**src/rtl/bcg_pkg.sv**
```systemverilog
`timescale 1ns/1ps
package bcg_pkg;

    typedef enum logic [2:0] {
        K_MEM_RD  = 3'd0,
        K_MEM_WR  = 3'd1,
        K_IO_RD   = 3'd2,
        K_IO_WR   = 3'd3,
        K_MSG     = 3'd4,
        K_PEER_RD = 3'd5,
        K_PEER_WR = 3'd6,
        K_RSVD    = 3'd7
    } up_kind_e;

    typedef enum logic [1:0] {
        D_MEM  = 2'd0,
        D_IO   = 2'd1,
        D_CPL  = 2'd2,
        D_NONE = 2'd3
    } dn_kind_e;

    typedef struct packed {
        logic perr_en;
        logic bme;
        logic mem_en;
        logic io_en;
    } cmd_bits_t;

    // Positions of the live bits inside the two 16-bit register views
    localparam int POS_IO   = 0;
    localparam int POS_MEM  = 1;
    localparam int POS_BME  = 2;
    localparam int POS_PERR = 6;
    localparam int POS_MDPE = 8;

    localparam logic [15:0] CMD_LIVE_MASK = 16'h0047;

    localparam logic [2:0] CPL_SC = 3'b000;
    localparam logic [2:0] CPL_UR = 3'b001;

    function automatic logic kind_is_read(input logic [2:0] k);
        return (k == K_MEM_RD) || (k == K_IO_RD) || (k == K_PEER_RD);
    endfunction

endpackage

```
**src/rtl/bcg_cmd_regs.sv**
```systemverilog
`timescale 1ns/1ps
module bcg_cmd_regs
    import bcg_pkg::*;
(
    input  logic             clk,
    input  logic             rst,
    input  logic             cfg_wr,
    input  logic             cfg_sel,
    input  logic [15:0]      cfg_wdata,
    input  logic             perr_detect,
    output cmd_bits_t        cmd,
    output logic             mdpe,
    output logic [15:0]      cfg_rdata
);

    logic cmd_wr;
    logic sts_wr;
    logic mdpe_set;
    logic mdpe_clr;

    assign cmd_wr   = cfg_wr && !cfg_sel;
    assign sts_wr   = cfg_wr && cfg_sel;
    assign mdpe_set = perr_detect && cmd.perr_en;
    assign mdpe_clr = sts_wr && cfg_wdata[POS_MDPE];

    always_ff @(posedge clk) begin
        if (rst) begin
            cmd  <= '0;
            mdpe <= 1'b0;
        end else begin
            if (cmd_wr) begin
                cmd.io_en   <= cfg_wdata[POS_IO];
                cmd.mem_en  <= cfg_wdata[POS_MEM];
                cmd.bme     <= cfg_wdata[POS_BME];
                cmd.perr_en <= cfg_wdata[POS_PERR];
            end
            // set has priority over a same-cycle write-1-to-clear
            mdpe <= mdpe_set | (mdpe & ~mdpe_clr);
        end
    end

    logic [15:0] cmd_view;
    logic [15:0] sts_view;

    always_comb begin
        cmd_view           = '0;
        cmd_view[POS_IO]   = cmd.io_en;
        cmd_view[POS_MEM]  = cmd.mem_en;
        cmd_view[POS_BME]  = cmd.bme;
        cmd_view[POS_PERR] = cmd.perr_en;
        sts_view           = '0;
        sts_view[POS_MDPE] = mdpe;
    end

    assign cfg_rdata = cfg_sel ? sts_view : cmd_view;

    logic unused_wbits;
    assign unused_wbits = ^{cfg_wdata[15:9], cfg_wdata[7], cfg_wdata[5:3]};

endmodule

```
**src/rtl/bcg_dn_gate.sv**
```systemverilog
`timescale 1ns/1ps
module bcg_dn_gate
    import bcg_pkg::*;
(
    input  logic       dn_valid,
    input  logic [1:0] dn_kind,
    input  cmd_bits_t  cmd,
    output logic       dn_claim
);

    logic space_open;

    always_comb begin
        unique case (dn_kind)
            D_MEM:   space_open = cmd.mem_en;
            D_IO:    space_open = cmd.io_en;
            D_CPL:   space_open = 1'b1;   // completions never gated
            default: space_open = 1'b0;
        endcase
    end

    assign dn_claim = dn_valid && space_open;

    logic unused_cmd;
    assign unused_cmd = ^{cmd.bme, cmd.perr_en};

endmodule

```
**src/rtl/bcg_req_rewrite.sv**
```systemverilog
`timescale 1ns/1ps
module bcg_req_rewrite
    import bcg_pkg::*;
#(
    parameter int               ADDR_W      = 32,
    parameter int               BE_W        = 4,
    parameter logic [ADDR_W-1:0] LEGACY_ADDR = ADDR_W'(20'hC0000)
) (
    input  logic              bme,
    input  logic [2:0]        in_kind,
    input  logic [ADDR_W-1:0] in_addr,
    input  logic [BE_W-1:0]   in_be,
    output logic [2:0]        out_kind,
    output logic [ADDR_W-1:0] out_addr,
    output logic [BE_W-1:0]   out_be,
    output logic              out_illegal,
    output logic              out_need_ur
);

    logic is_rd;
    assign is_rd = kind_is_read(in_kind);

    always_comb begin
        out_kind    = in_kind;
        out_addr    = in_addr;
        out_be      = in_be;
        out_illegal = 1'b0;
        out_need_ur = 1'b0;
        if (!bme) begin
            out_illegal = 1'b1;
            out_addr    = LEGACY_ADDR;
            if (is_rd) begin
                out_kind    = K_MEM_RD;
                out_need_ur = 1'b1;
            end else begin
                out_kind = K_MEM_WR;
                out_be   = '0;
            end
        end
    end

endmodule

```
**src/rtl/bcg_fwd_stage.sv**
```systemverilog
`timescale 1ns/1ps
module bcg_fwd_stage
    import bcg_pkg::*;
#(
    parameter int ADDR_W = 32,
    parameter int DATA_W = 32,
    parameter int BE_W   = 4
) (
    input  logic              clk,
    input  logic              rst,
    input  logic              in_valid,
    output logic              in_ready,
    input  logic [2:0]        in_kind,
    input  logic [ADDR_W-1:0] in_addr,
    input  logic [BE_W-1:0]   in_be,
    input  logic [DATA_W-1:0] in_wdata,
    input  logic              in_illegal,
    input  logic              in_need_ur,
    output logic              fw_valid,
    input  logic              fw_ready,
    output logic [2:0]        fw_kind,
    output logic [ADDR_W-1:0] fw_addr,
    output logic [BE_W-1:0]   fw_be,
    output logic [DATA_W-1:0] fw_wdata,
    output logic              fw_illegal,
    output logic              cpl_valid,
    output logic [2:0]        cpl_status
);

    logic accept;

    assign in_ready = !fw_valid || fw_ready;
    assign accept   = in_valid && in_ready;

    always_ff @(posedge clk) begin
        if (rst) begin
            fw_valid   <= 1'b0;
            fw_kind    <= '0;
            fw_addr    <= '0;
            fw_be      <= '0;
            fw_wdata   <= '0;
            fw_illegal <= 1'b0;
            cpl_valid  <= 1'b0;
            cpl_status <= CPL_SC;
        end else begin
            if (accept) begin
                fw_valid   <= 1'b1;
                fw_kind    <= in_kind;
                fw_addr    <= in_addr;
                fw_be      <= in_be;
                fw_wdata   <= in_wdata;
                fw_illegal <= in_illegal;
            end else if (fw_ready) begin
                fw_valid <= 1'b0;
            end
            cpl_valid  <= accept && in_need_ur;
            cpl_status <= (accept && in_need_ur) ? CPL_UR : CPL_SC;
        end
    end

endmodule

```
**src/rtl/bridge_cmd_gate.sv**
```systemverilog
`timescale 1ns/1ps
module bridge_cmd_gate
    import bcg_pkg::*;
#(
    parameter int                ADDR_W      = 32,
    parameter int                DATA_W      = 32,
    parameter int                BE_W        = DATA_W / 8,
    parameter logic [ADDR_W-1:0] LEGACY_ADDR = ADDR_W'(20'hC0000)
) (
    input  logic              clk,
    input  logic              rst,
    input  logic              cfg_wr,
    input  logic              cfg_sel,
    input  logic [15:0]       cfg_wdata,
    output logic [15:0]       cfg_rdata,
    input  logic              perr_detect,
    input  logic              dn_valid,
    input  logic [1:0]        dn_kind,
    output logic              dn_claim,
    input  logic              up_valid,
    output logic              up_ready,
    input  logic [2:0]        up_kind,
    input  logic [ADDR_W-1:0] up_addr,
    input  logic [BE_W-1:0]   up_be,
    input  logic [DATA_W-1:0] up_wdata,
    output logic              fw_valid,
    input  logic              fw_ready,
    output logic [2:0]        fw_kind,
    output logic [ADDR_W-1:0] fw_addr,
    output logic [BE_W-1:0]   fw_be,
    output logic [DATA_W-1:0] fw_wdata,
    output logic              fw_illegal,
    output logic              cpl_valid,
    output logic [2:0]        cpl_status
);

    cmd_bits_t         cmd;
    logic              mdpe;
    logic [2:0]        rw_kind;
    logic [ADDR_W-1:0] rw_addr;
    logic [BE_W-1:0]   rw_be;
    logic              rw_illegal;
    logic              rw_need_ur;

    bcg_cmd_regs u_regs (
        .clk         (clk),
        .rst         (rst),
        .cfg_wr      (cfg_wr),
        .cfg_sel     (cfg_sel),
        .cfg_wdata   (cfg_wdata),
        .perr_detect (perr_detect),
        .cmd         (cmd),
        .mdpe        (mdpe),
        .cfg_rdata   (cfg_rdata)
    );

    bcg_dn_gate u_dn (
        .dn_valid (dn_valid),
        .dn_kind  (dn_kind),
        .cmd      (cmd),
        .dn_claim (dn_claim)
    );

    bcg_req_rewrite #(
        .ADDR_W      (ADDR_W),
        .BE_W        (BE_W),
        .LEGACY_ADDR (LEGACY_ADDR)
    ) u_rw (
        .bme         (cmd.bme),
        .in_kind     (up_kind),
        .in_addr     (up_addr),
        .in_be       (up_be),
        .out_kind    (rw_kind),
        .out_addr    (rw_addr),
        .out_be      (rw_be),
        .out_illegal (rw_illegal),
        .out_need_ur (rw_need_ur)
    );

    bcg_fwd_stage #(
        .ADDR_W (ADDR_W),
        .DATA_W (DATA_W),
        .BE_W   (BE_W)
    ) u_fwd (
        .clk        (clk),
        .rst        (rst),
        .in_valid   (up_valid),
        .in_ready   (up_ready),
        .in_kind    (rw_kind),
        .in_addr    (rw_addr),
        .in_be      (rw_be),
        .in_wdata   (up_wdata),
        .in_illegal (rw_illegal),
        .in_need_ur (rw_need_ur),
        .fw_valid   (fw_valid),
        .fw_ready   (fw_ready),
        .fw_kind    (fw_kind),
        .fw_addr    (fw_addr),
        .fw_be      (fw_be),
        .fw_wdata   (fw_wdata),
        .fw_illegal (fw_illegal),
        .cpl_valid  (cpl_valid),
        .cpl_status (cpl_status)
    );

endmodule

```
**config.mk**
```make
export PLATFORM = sky130hd
export DESIGN_NAME = bridge_cmd_gate
export DESIGN_NICKNAME = d
export VERILOG_FILES = /design/src/rtl/bcg_pkg.sv /design/src/rtl/bcg_cmd_regs.sv /design/src/rtl/bcg_dn_gate.sv /design/src/rtl/bcg_req_rewrite.sv /design/src/rtl/bcg_fwd_stage.sv /design/src/rtl/bridge_cmd_gate.sv
export SDC_FILE = /design/constraint.sdc
export NUM_CORES = 1
export LEC_CHECK = 0
export ABC_AREA = 1
export BUFFER_PORTS_ARGS = -buffer_cell sky130_fd_sc_hd__buf_4
export CORE_AREA = 4 4 96 107
export DETAILED_ROUTE_END_ITERATION = 8
export DIE_AREA = 0 0 100 111
export GPL_ROUTABILITY_DRIVEN = 0
export PLACE_DENSITY_LB_ADDON = 0.08
export SLEW_MARGIN = 15
export SYNTH_ARGS = -nofsm -noshare
export SYNTH_HDL_FRONTEND = slang
export SYNTH_SLANG_ARGS = --single-unit
```
**constraint.sdc**
```tcl
create_clock -name clk -period 3.2 [get_ports clk]
set_clock_uncertainty 0.2 [all_clocks]
set_input_delay 0.16 -clock clk [delete_from_list [all_inputs] [get_ports clk]]
set_output_delay 0.16 -clock clk [all_outputs]
set_load 0.01 [all_outputs]
```
# Word level (Yosys, flattened, before mapping)
# Index checks and enable logic that the tools add are counted.
[classes]
add_sub_neg = 0
multipliers = 0
div_mod_pow = 0
order_cmp = 0
n_eq_ne = 4
n_shift = 0
mux = 13
bitwise = 3
n_reduce_logical = 15
[op_table]
columns = ["cell", "count"]
rows = [
  ["two-way mux 32 bit", 1],
  ["two-way mux 9 bit", 1],
  ["two-way mux 4 bit", 2],
  ["logical AND 1 bit", 7],
  ["two-way mux 1 bit", 7],
  ["equality test 3 x 2 -> 1 bit, second input constant", 1],
  ["equality test 3 bit, second input constant", 1],
  ["logical NOT 3 bit", 1],
  ["logical OR 1 bit", 3],
  ["two-way mux 3 bit", 1],
  ["one-hot mux 1 bit (3 select lines)", 1],
  ["equality test 2 x 1 -> 1 bit, second input constant", 1],
  ["equality test 2 bit, second input constant", 1],
  ["logical NOT 1 bit", 2],
  ["logical NOT 2 bit", 1],
  ["nonzero test 2 bit", 1],
  ["AND 1 bit", 1],
  ["NOT 1 bit", 1],
  ["OR 1 bit", 1],
]
[totals]
ff_bits = 82
latch_bits = 0
ram_bits = 0
rom_bits = 0
inputBits = 97
wordCells = 48
mem_count = 0

# Longest topological paths before layout
# Gate-level depths: netlist of the first run.
[logic_depth]
depth_word = 7
ltp_mapped = 7
mapped_depth_nobuf = 6

# By module
# A second synthesis of the first run with hierarchy kept.
[hier_totals]
hier_cells = 624
area_unflattened_um2 = 4097.7
[modules_own_cells]
columns = ["module", "instances", "cells_each", "area_each_um2", "seq_area_each_um2"]
rows = [
  ["bcg_fwd_stage", 1, 484, 3369.5, 1481.4],
  ["bcg_req_rewrite", 1, 87, 392.9, 0.0],
  ["bcg_cmd_regs", 1, 47, 309.0, 100.1],
  ["bcg_dn_gate", 1, 6, 26.3, 0.0],
]

# Worst setup path before layout of the first run
# No wires, ideal clock.
[synth_path]
path_type = "flip-flop to flip-flop"
startpoint = "register u_fwd.fw_valid"
endpoint = "register u_fwd.fw_wdata[23]"
setup_ns = 0.116
t_arrival_ns = 0.963
required_ns = 2.884
slack_ns = 1.921
path_stages_with_launch = 7
path_buffers = 2
path_cell_list = "dfxtp_1 -> nand2_4 -> nand2_4 -> buf_12 -> buf_6 -> o21ai_0 -> nor2_1"
[synth_via]
elab_chain_len = 3
[synth_lines]
columns = ["item", "line", "rtl"]
rows = [
  ["start, declared", "bcg_fwd_stage.sv:19", "output logic fw_valid,"],
  ["start signal, assigned", "bcg_fwd_stage.sv:37", "fw_valid <= 1'b0;"],
  ["start signal, assigned", "bcg_fwd_stage.sv:47", "fw_valid <= 1'b1;"],
  ["start signal, assigned", "bcg_fwd_stage.sv:54", "fw_valid <= 1'b0;"],
  ["logical NOT 1 bit", "bcg_fwd_stage.sv:32", "assign in_ready = !fw_valid || fw_ready;"],
  ["logical OR 1 bit", "bcg_fwd_stage.sv:32", ""],
  ["net up_ready", "bridge_cmd_gate.sv:21", "output logic up_ready,"],
  ["logical AND 1 bit", "bcg_fwd_stage.sv:33", "assign accept = in_valid && in_ready;"],
  ["end signal, assigned", "bcg_fwd_stage.sv:51", "fw_wdata <= in_wdata;"],
  ["end, declared", "bcg_fwd_stage.sv:24", "output logic [DATA_W-1:0] fw_wdata,"],
]
# The timed path passes the listed nets, and every way through them passes these cells.
# A chain may end at the register's enable or synchronous reset.

# Final worst setup path of the first run
[layout_path]
startpoint = "input fw_ready"
endpoint = "register u_fwd.fw_be[3]"
[layout_via]
elab_chain_len = 2
[layout_lines]
columns = ["item", "line", "rtl"]
rows = [
  ["start, declared", "bridge_cmd_gate.sv:27", "input logic fw_ready,"],
  ["logical OR 1 bit", "bcg_fwd_stage.sv:32", ""],
  ["logical AND 1 bit", "bcg_fwd_stage.sv:33", ""],
  ["end signal, assigned", "bcg_fwd_stage.sv:50", "fw_be <= in_be;"],
  ["end, declared", "bcg_fwd_stage.sv:23", "output logic [BE_W-1:0] fw_be,"],
]
# Every way passes these cells.

==> summary.txt, run 1 <==
Synth Register Bits: 79
WL final: 9.731 mm
Iteration-0 DRC Markers: 122
Die Wd: 100 um
Wire per inst: 13.15 um
Final hold vios: 0
Post-Syn Instances: 390
Setup TNS: 0 ns
Slew of the pin with the lowest slew margin: 0.8008 ns
Area Overhead vs Synth: 67.38%
Count of pins over their slew limit: 0
Die H: 111 um
Worst-Skew Late Latency: 0.34 ns
Congestion Overflow GR: 0
Cts repair resizes: 0
Tcrit/Tclk final: 60.97%
Clk slew on worst S/H paths: 0.09 ns
Initial Util: 34.23%
First-pass GRT wire length: 15.99 mm
Clock H-tree levels: 3
Final total power: 2.267 mW
Largest net degree at the start of global routing: 75
Placeable Area: 9213 um^2
CP Max Fanout: 74
CTS tree: yes
Max-Cap Viols: 0
Row count: 37
Syn. warnings: 0
DR vias: 3290
PortBufs: 167
Tmin final: 1.951 ns
Worst path required time: 3.20 ns
Sequential share of the synthesized area: 50.16%
GRT Resource Usage Total: 17.68%
Maximum clock path buffer count: 2
Max IR drop VDD: 0.2468 mV
DP Wirelength: 5.965 mm
Critical path class: input pin to flip-flop
Hold WC Path Type: input pin to flip-flop
# diodes: 0
Layout cells sized above 1: 33.39%
FMAX: 512.5 MHz
Unrepaired setup endpoints after global routing: false
Mapped Area: 3153 um^2
Root buf cell: clkbuf_8
P per Cell Area: 429.6 nW/um^2
Post-layout util: 57.29%
Hold Startpoint: rst
Launch point of the worst reg-to-reg path: u_fwd.fw_valid
Post-route ant nets: 0
Drt pass-1 iters: 6
CTS Buf Count: 9
Setup crit end kind: flip-flop
CP startpoint: fw_ready
Final setup violation count: 0
Initial antenna violation count: 0
Die area: 11100 um^2
Synth unique cells: 22
Outcome: completed
Final nets: 716
CTS sink count: 79
CP startpoint kind: input pin
Arrival time of the worst setup path: 1.95 ns
Ports: 192
Static Leak: 2.407 nW
DR DRC count: 0
Via density per instance: 4.446
Synth Area per Inst: 8.085 um^2
Slew HR: 46.61%
Vias in the first global route: 3236
[report_power, final]
group / switching (mW) / total [mW] / leakage, nW / internal [mW]
combinational: 0.199 / 0.434 / 1.66 / 0.235
clock: 0.363 / 0.764 / 0.0980 / 0.402
sequential: 0.0317 / 1.07 / 0.649 / 1.04
total: 0.593 / 2.27 / 2.41 / 1.67
[cells in the final DEF (no fill, tap or decap), drive strengths merged]
master       instances
nand2               58
inv                 19
o22ai                1
clkinvlp             2
o21ai               38
nor2                70
conb                13
and2                 1
dlygate4sd3         78
nand3               37
dfxtp               79
clkbuf              11
bufinv               1
a21oi               46
buf                169
[per-stage QoR]
| step | cells | setup WS (ns) | cell area [um^2] | hold slack [ns] |
|---|---|---|---|---|
| final | 740 | 1.249 | 5278 | 0.05754 |
| after global routing | 740 | 1.104 | 5278 | 0.04619 |
| after CTS | 740 | 1.259 | 5278 | 0.04095 |
| after detailed placement | 647 | 1.120 | 4292 | 0.2100 |
| after global placement | 647 | 1.156 | 4292 | 0.1998 |
| after floorplan | 402 | 1.921 | 3198 | 0.09979 |
[layout make-up]
class	instances	area, um^2
well taps	117	146.4
clock buffers	11	151.4
flip-flops and latches	79	1582
fillers	862	3935
repair buffers	247	2049
clock inverters	4	53.80
inverters	18	70.07
multi-input cells	264	1225
[cells in the mapped netlist]
cell	n	area, um^2
inv_1	17	63.81
nand2_4	2	22.52
nand2_1	46	172.7
inv_4	1	6.260
buf_4	20	150.1
a21oi_2	10	87.58
nand3_1	37	185.2
dfxtp_1	79	1582
buf_12	2	40.04
buf_6	2	22.52
o21ai_0	31	155.2
a21oi_1	36	180.2
buf_8	3	45.04
clkbuf_2	1	5.000
clkbuf_1	5	18.77
conb_1	1	3.750
nand2_2	10	62.56
o21ai_1	7	35.03
nor2_1	70	262.8
o22ai_1	1	6.260
buf_2	8	40.04
and2_1	1	6.260
[registers in the layout (all words and copies together), names as in the netlist]
signal and flops:
u_fwd.fw_illegal 1, u_fwd.fw_wdata 32, u_fwd.fw_addr 32, u_fwd.fw_valid 1, u_fwd.fw_kind 3, u_fwd.fw_be 4, u_regs.mdpe 1, u_regs.cmd 4
u_fwd.cpl_status 1
[cell families after synthesis]
| family | synth area share [%] |
|---|---|
| flip-flops | 50.16 |
| other | 0.1189 |
| AO/OA/AOI/OAI | 14.72 |
| AND/OR/NAND/NOR | 22.58 |
| buffers and inverters | 12.42 |
[metal layers]
| layer | GRT usage [%] | share of wire [%] |
|---|---|---|
| met1 | 21.17 | 42 |
| met3 | 5.979 | 7.1 |
| met5 | 0 | 0 |
| met2 | 30.71 | 50 |
| met4 | 3.324 | 0.80 |
[what timing repair did]
action                    4_1_cts  5_1_grt
hold buffers                   78        0
setup buffers                   0        0
hold endpoints to repair       78        0
[critical path, cell delays in order]
cell and delay, ns:
dlygate4sd3_1 0.54, buf_4 0.13, inv_1 0.08, nand2_4 0.07, nand2_4 0.07, buf_4 0.63
nand2_1 0.10, nand2_1 0.09, a21oi_1 0.05
[path summary, 6_finish.rpt]
kind,depth (start not counted),endpoint,slack [ns]
worst max-delay path,9,u_fwd.fw_be[3],1.25
worst min-delay path,2,u_fwd.fw_addr[21],0.06
worst max register to register,6,u_fwd.fw_be[3],1.43
worst min register to register,2,u_fwd.fw_kind[2],0.27
(Power assumes the default switching activity.)
==> inputs of run 2 (changes only) <==
- clock period: 3.2 -> 1.8 ns (I/O delays scaled with it)
==> run 2 against run 1 <==
  * First-iteration DRC count fell by 41%
  * Global-route usage rose by 0.14 points
  * Count of clock-buffer cells in the layout rose by 1
  * Sequential share of layout area fell by 1.0 points
  * Register-to-register slack got worse by 1.1 ns
  * Core utilization rose by 2.0 points
  * Sequential power rose by 77%
  * Sequential cell count did not move
  * Largest cell class unchanged
  * Largest power group unchanged
==> summary.txt, run 2 (synthesis gave the netlist of run 1 again) <==
Congestion Overflow GR: 0 (unchanged)
Worst flop-to-flop path endpoint: u_regs.cmd[2] (was u_fwd.fw_be[3])
WL final: 9.825 mm (was 9.731 mm)
Worst path required time: 1.83 ns (was 3.20 ns)
GRT Resource Usage Total: 17.82% (was 17.68%)
Clk slew on worst S/H paths: 0.08 ns (was 0.09 ns)
Area Overhead vs Synth: 73.17% (was 67.38%)
Die area: 11100 um^2 (unchanged)
CP startpoint kind: input pin (unchanged)
Maximum clock path buffer count: 2 (unchanged)
Commonest non-fill, non-tap cells in the layout: 174 x buf_4, 84 x dlygate4sd3_1, 79 x dfxtp_1, 70 x nor2_1, 46 x nand2_1 (was 169 x buf_4, 79 x dfxtp_1, 78 x dlygate4sd3_1, 70 x nor2_1, 46 x nand2_1)
Setup crit end kind: flip-flop (unchanged)
Max IR drop VDD: 0.3740 mV (was 0.2468 mV)
Die Wd: 100 um (unchanged)
Ports: 192 (unchanged)
Static Leak: 2.513 nW (was 2.407 nW)
Drt pass-1 iters: 4 (was 6)
P per Cell Area: 773.7 nW/um^2 (was 429.6 nW/um^2)
Final nets: 730 (was 716)
DR vias: 3350 (was 3290)
Outcome: completed (unchanged)
Worst-Skew Late Latency: 0.34 ns (about the same)
Iteration-0 DRC Markers: 72 (was 122)
CP Max Fanout: 1 (was 74)
Initial antenna violation count: 0 (unchanged)
Row count: 37 (unchanged)
Setup bufs post-CTS: 0 (unchanged)
Root buf cell: clkbuf_8 (unchanged)
Reg power frac: 44.8% (was 47.1%)
Tcrit/Tclk final: 83.64%
Cts repair resizes: 0 (unchanged)
Max-Cap Viols: 0 (unchanged)
Count of pins over their slew limit: 0 (unchanged)
CTS sink count: 79 (unchanged)
Via density per instance: 4.443 (was 4.446)
Final hold vios: 0 (unchanged)
Layout cells sized above 1: 33.75% (was 33.39%)
Worst setup endpoint: u_regs.cmd[1] (was u_fwd.fw_be[3])
Unrepaired setup endpoints after global routing: false (unchanged)
Clock H-tree levels: 3 (unchanged)
Clock share of power: 35.8% (was 33.7%)
Largest net degree at the start of global routing: 44 (was 75)
CTS tree: yes (unchanged)
Placeable Area: 9213 um^2 (unchanged)
Tmin final: 1.506 ns
Most common cell after layout, fill and taps aside: buf_4 (unchanged)
Wire per inst: 13.03 um (was 13.15 um)
CTS Buf Count: 9 (unchanged)
Placed cells: 655 (was 647)
Vias in the first global route: 3332 (was 3236)
Initial Util: 34.23% (unchanged)
Setup TNS: 0 ns (unchanged)
Launch point of the worst reg-to-reg path: u_regs.cmd[2] (was u_fwd.fw_valid)
Reg-to-reg slack, setup: 0.30 ns (was 1.43 ns)
Final total power: 4.224 mW (was 2.267 mW)
Min Hold Slack: 0.09689 ns (was 0.05754 ns)
Final Non-Filler Cells: 754 (was 740)
FMAX: 664.2 MHz
Post-route ant nets: 0 (unchanged)
# diodes: 0 (unchanged)
PortBufs: 167 (unchanged)
Comb power frac: 19.4% (was 19.2%)
DR DRC count: 0 (unchanged)
Final setup violation count: 0 (unchanged)
Hold buffer count at CTS: 84 (was 78)
CP startpoint: cfg_wdata[1] (was fw_ready)
Hold WC Path Type: input pin to flip-flop (unchanged)
First-pass GRT wire length: 16.18 mm (was 15.99 mm)
Die H: 111 um (unchanged)
Biggest regs: u_fwd.fw_addr x32, u_fwd.fw_wdata x32 (unchanged)
Critical path class: input pin to flip-flop (unchanged)
Arrival time of the worst setup path: 1.54 ns (was 1.95 ns)
Net switching power: 1.042 mW (was 0.5932 mW)
P_int: 3.182 mW (was 1.674 mW)
Sw Share: 24.67% (was 26.17%)
DP Wirelength: 6.374 mm (was 5.965 mm)
R2R depth: 3 (was 6)
run 2: cell types whose count changed in the layout (fill, tap and decap cells not counted):
| cell | delta |
|---|---|
| clkinvlp_4 | -2 |
| bufinv_16 | +1 |
| clkinv_2 | +1 |
| buf_4 | +5 |
| inv_2 | -1 |
| dlygate4sd3_1 | +6 |
| inv_6 | -1 |
| buf_12 | +3 |
| clkbuf_8 | +1 |
| inv_1 | +1 |
run 2: worst min-delay path by stage:
stage,from,endpoint,slack [ns],cells past startpoint
after CTS,rst,u_fwd.fw_be[1],0.08,5
after global routing,rst,u_fwd.fw_be[1],0.1,5
after detailed placement,up_wdata[19],u_fwd.fw_wdata[19],0.14,3
after global placement,up_wdata[18],u_fwd.fw_wdata[18],0.13,3
after floorplan,cfg_sel,cfg_rdata[0],0.03,1
final,rst,u_fwd.fw_be[1],0.1,5
run 2: layer usage:
| metal | wire length [um] | GRT usage [%] |
|---|---|---|
| met5 | 0 | 0 |
| met4 | 138 | 6.559 |
| met3 | 680 | 4.216 |
| met2 | 4928 | 30.62 |
| met1 | 4078 | 21.36 |
run 2: power groups by stage:
stage          Clock, mW  Sequential [mW]  Combinational [mW]
6_report            1.51             1.89               0.818
2_1_floorplan          0             1.97               0.315
3_3_place_gp           0             1.93               0.667
4_1_cts             1.56             1.89               0.824
3_5_place_dp           0             1.93               0.673
5_1_grt             1.63             1.91               0.900
run 2: area by class of cell:
cell class | instances | area (um^2)
multi-input combinational | 264 | 1225
clock inverter | 3 | 65.06
fill | 846 | 3752
timing repair buffer | 261 | 2207
sequential | 79 | 1582
tap | 117 | 146.4
inverter | 18 | 70.07
clock buffer | 12 | 165.2
run 2: worst max-delay path, stage by stage:
cell and delay, ns:
dlygate4sd3_1 0.54, buf_4 0.13, o21ai_0 0.15, a21oi_1 0.06
dlygate4sd3_1 0.56
run 2: through the flow:
| stage | worst slack [ns] | area (um^2) | util (%) |
|---|---|---|---|
| 2_1_floorplan | 0.5214 | 3198 | - |
| 3_3_place_gp | 0.4092 | 4389 | 47.64 |
| 3_5_place_dp | 0.3901 | 4389 | 47.64 |
| 4_1_cts | 0.2858 | 5460 | 59.27 |
| 5_1_grt | 0.1863 | 5460 | 59.27 |
| 6_report | 0.2945 | 5460 | 59.27 |
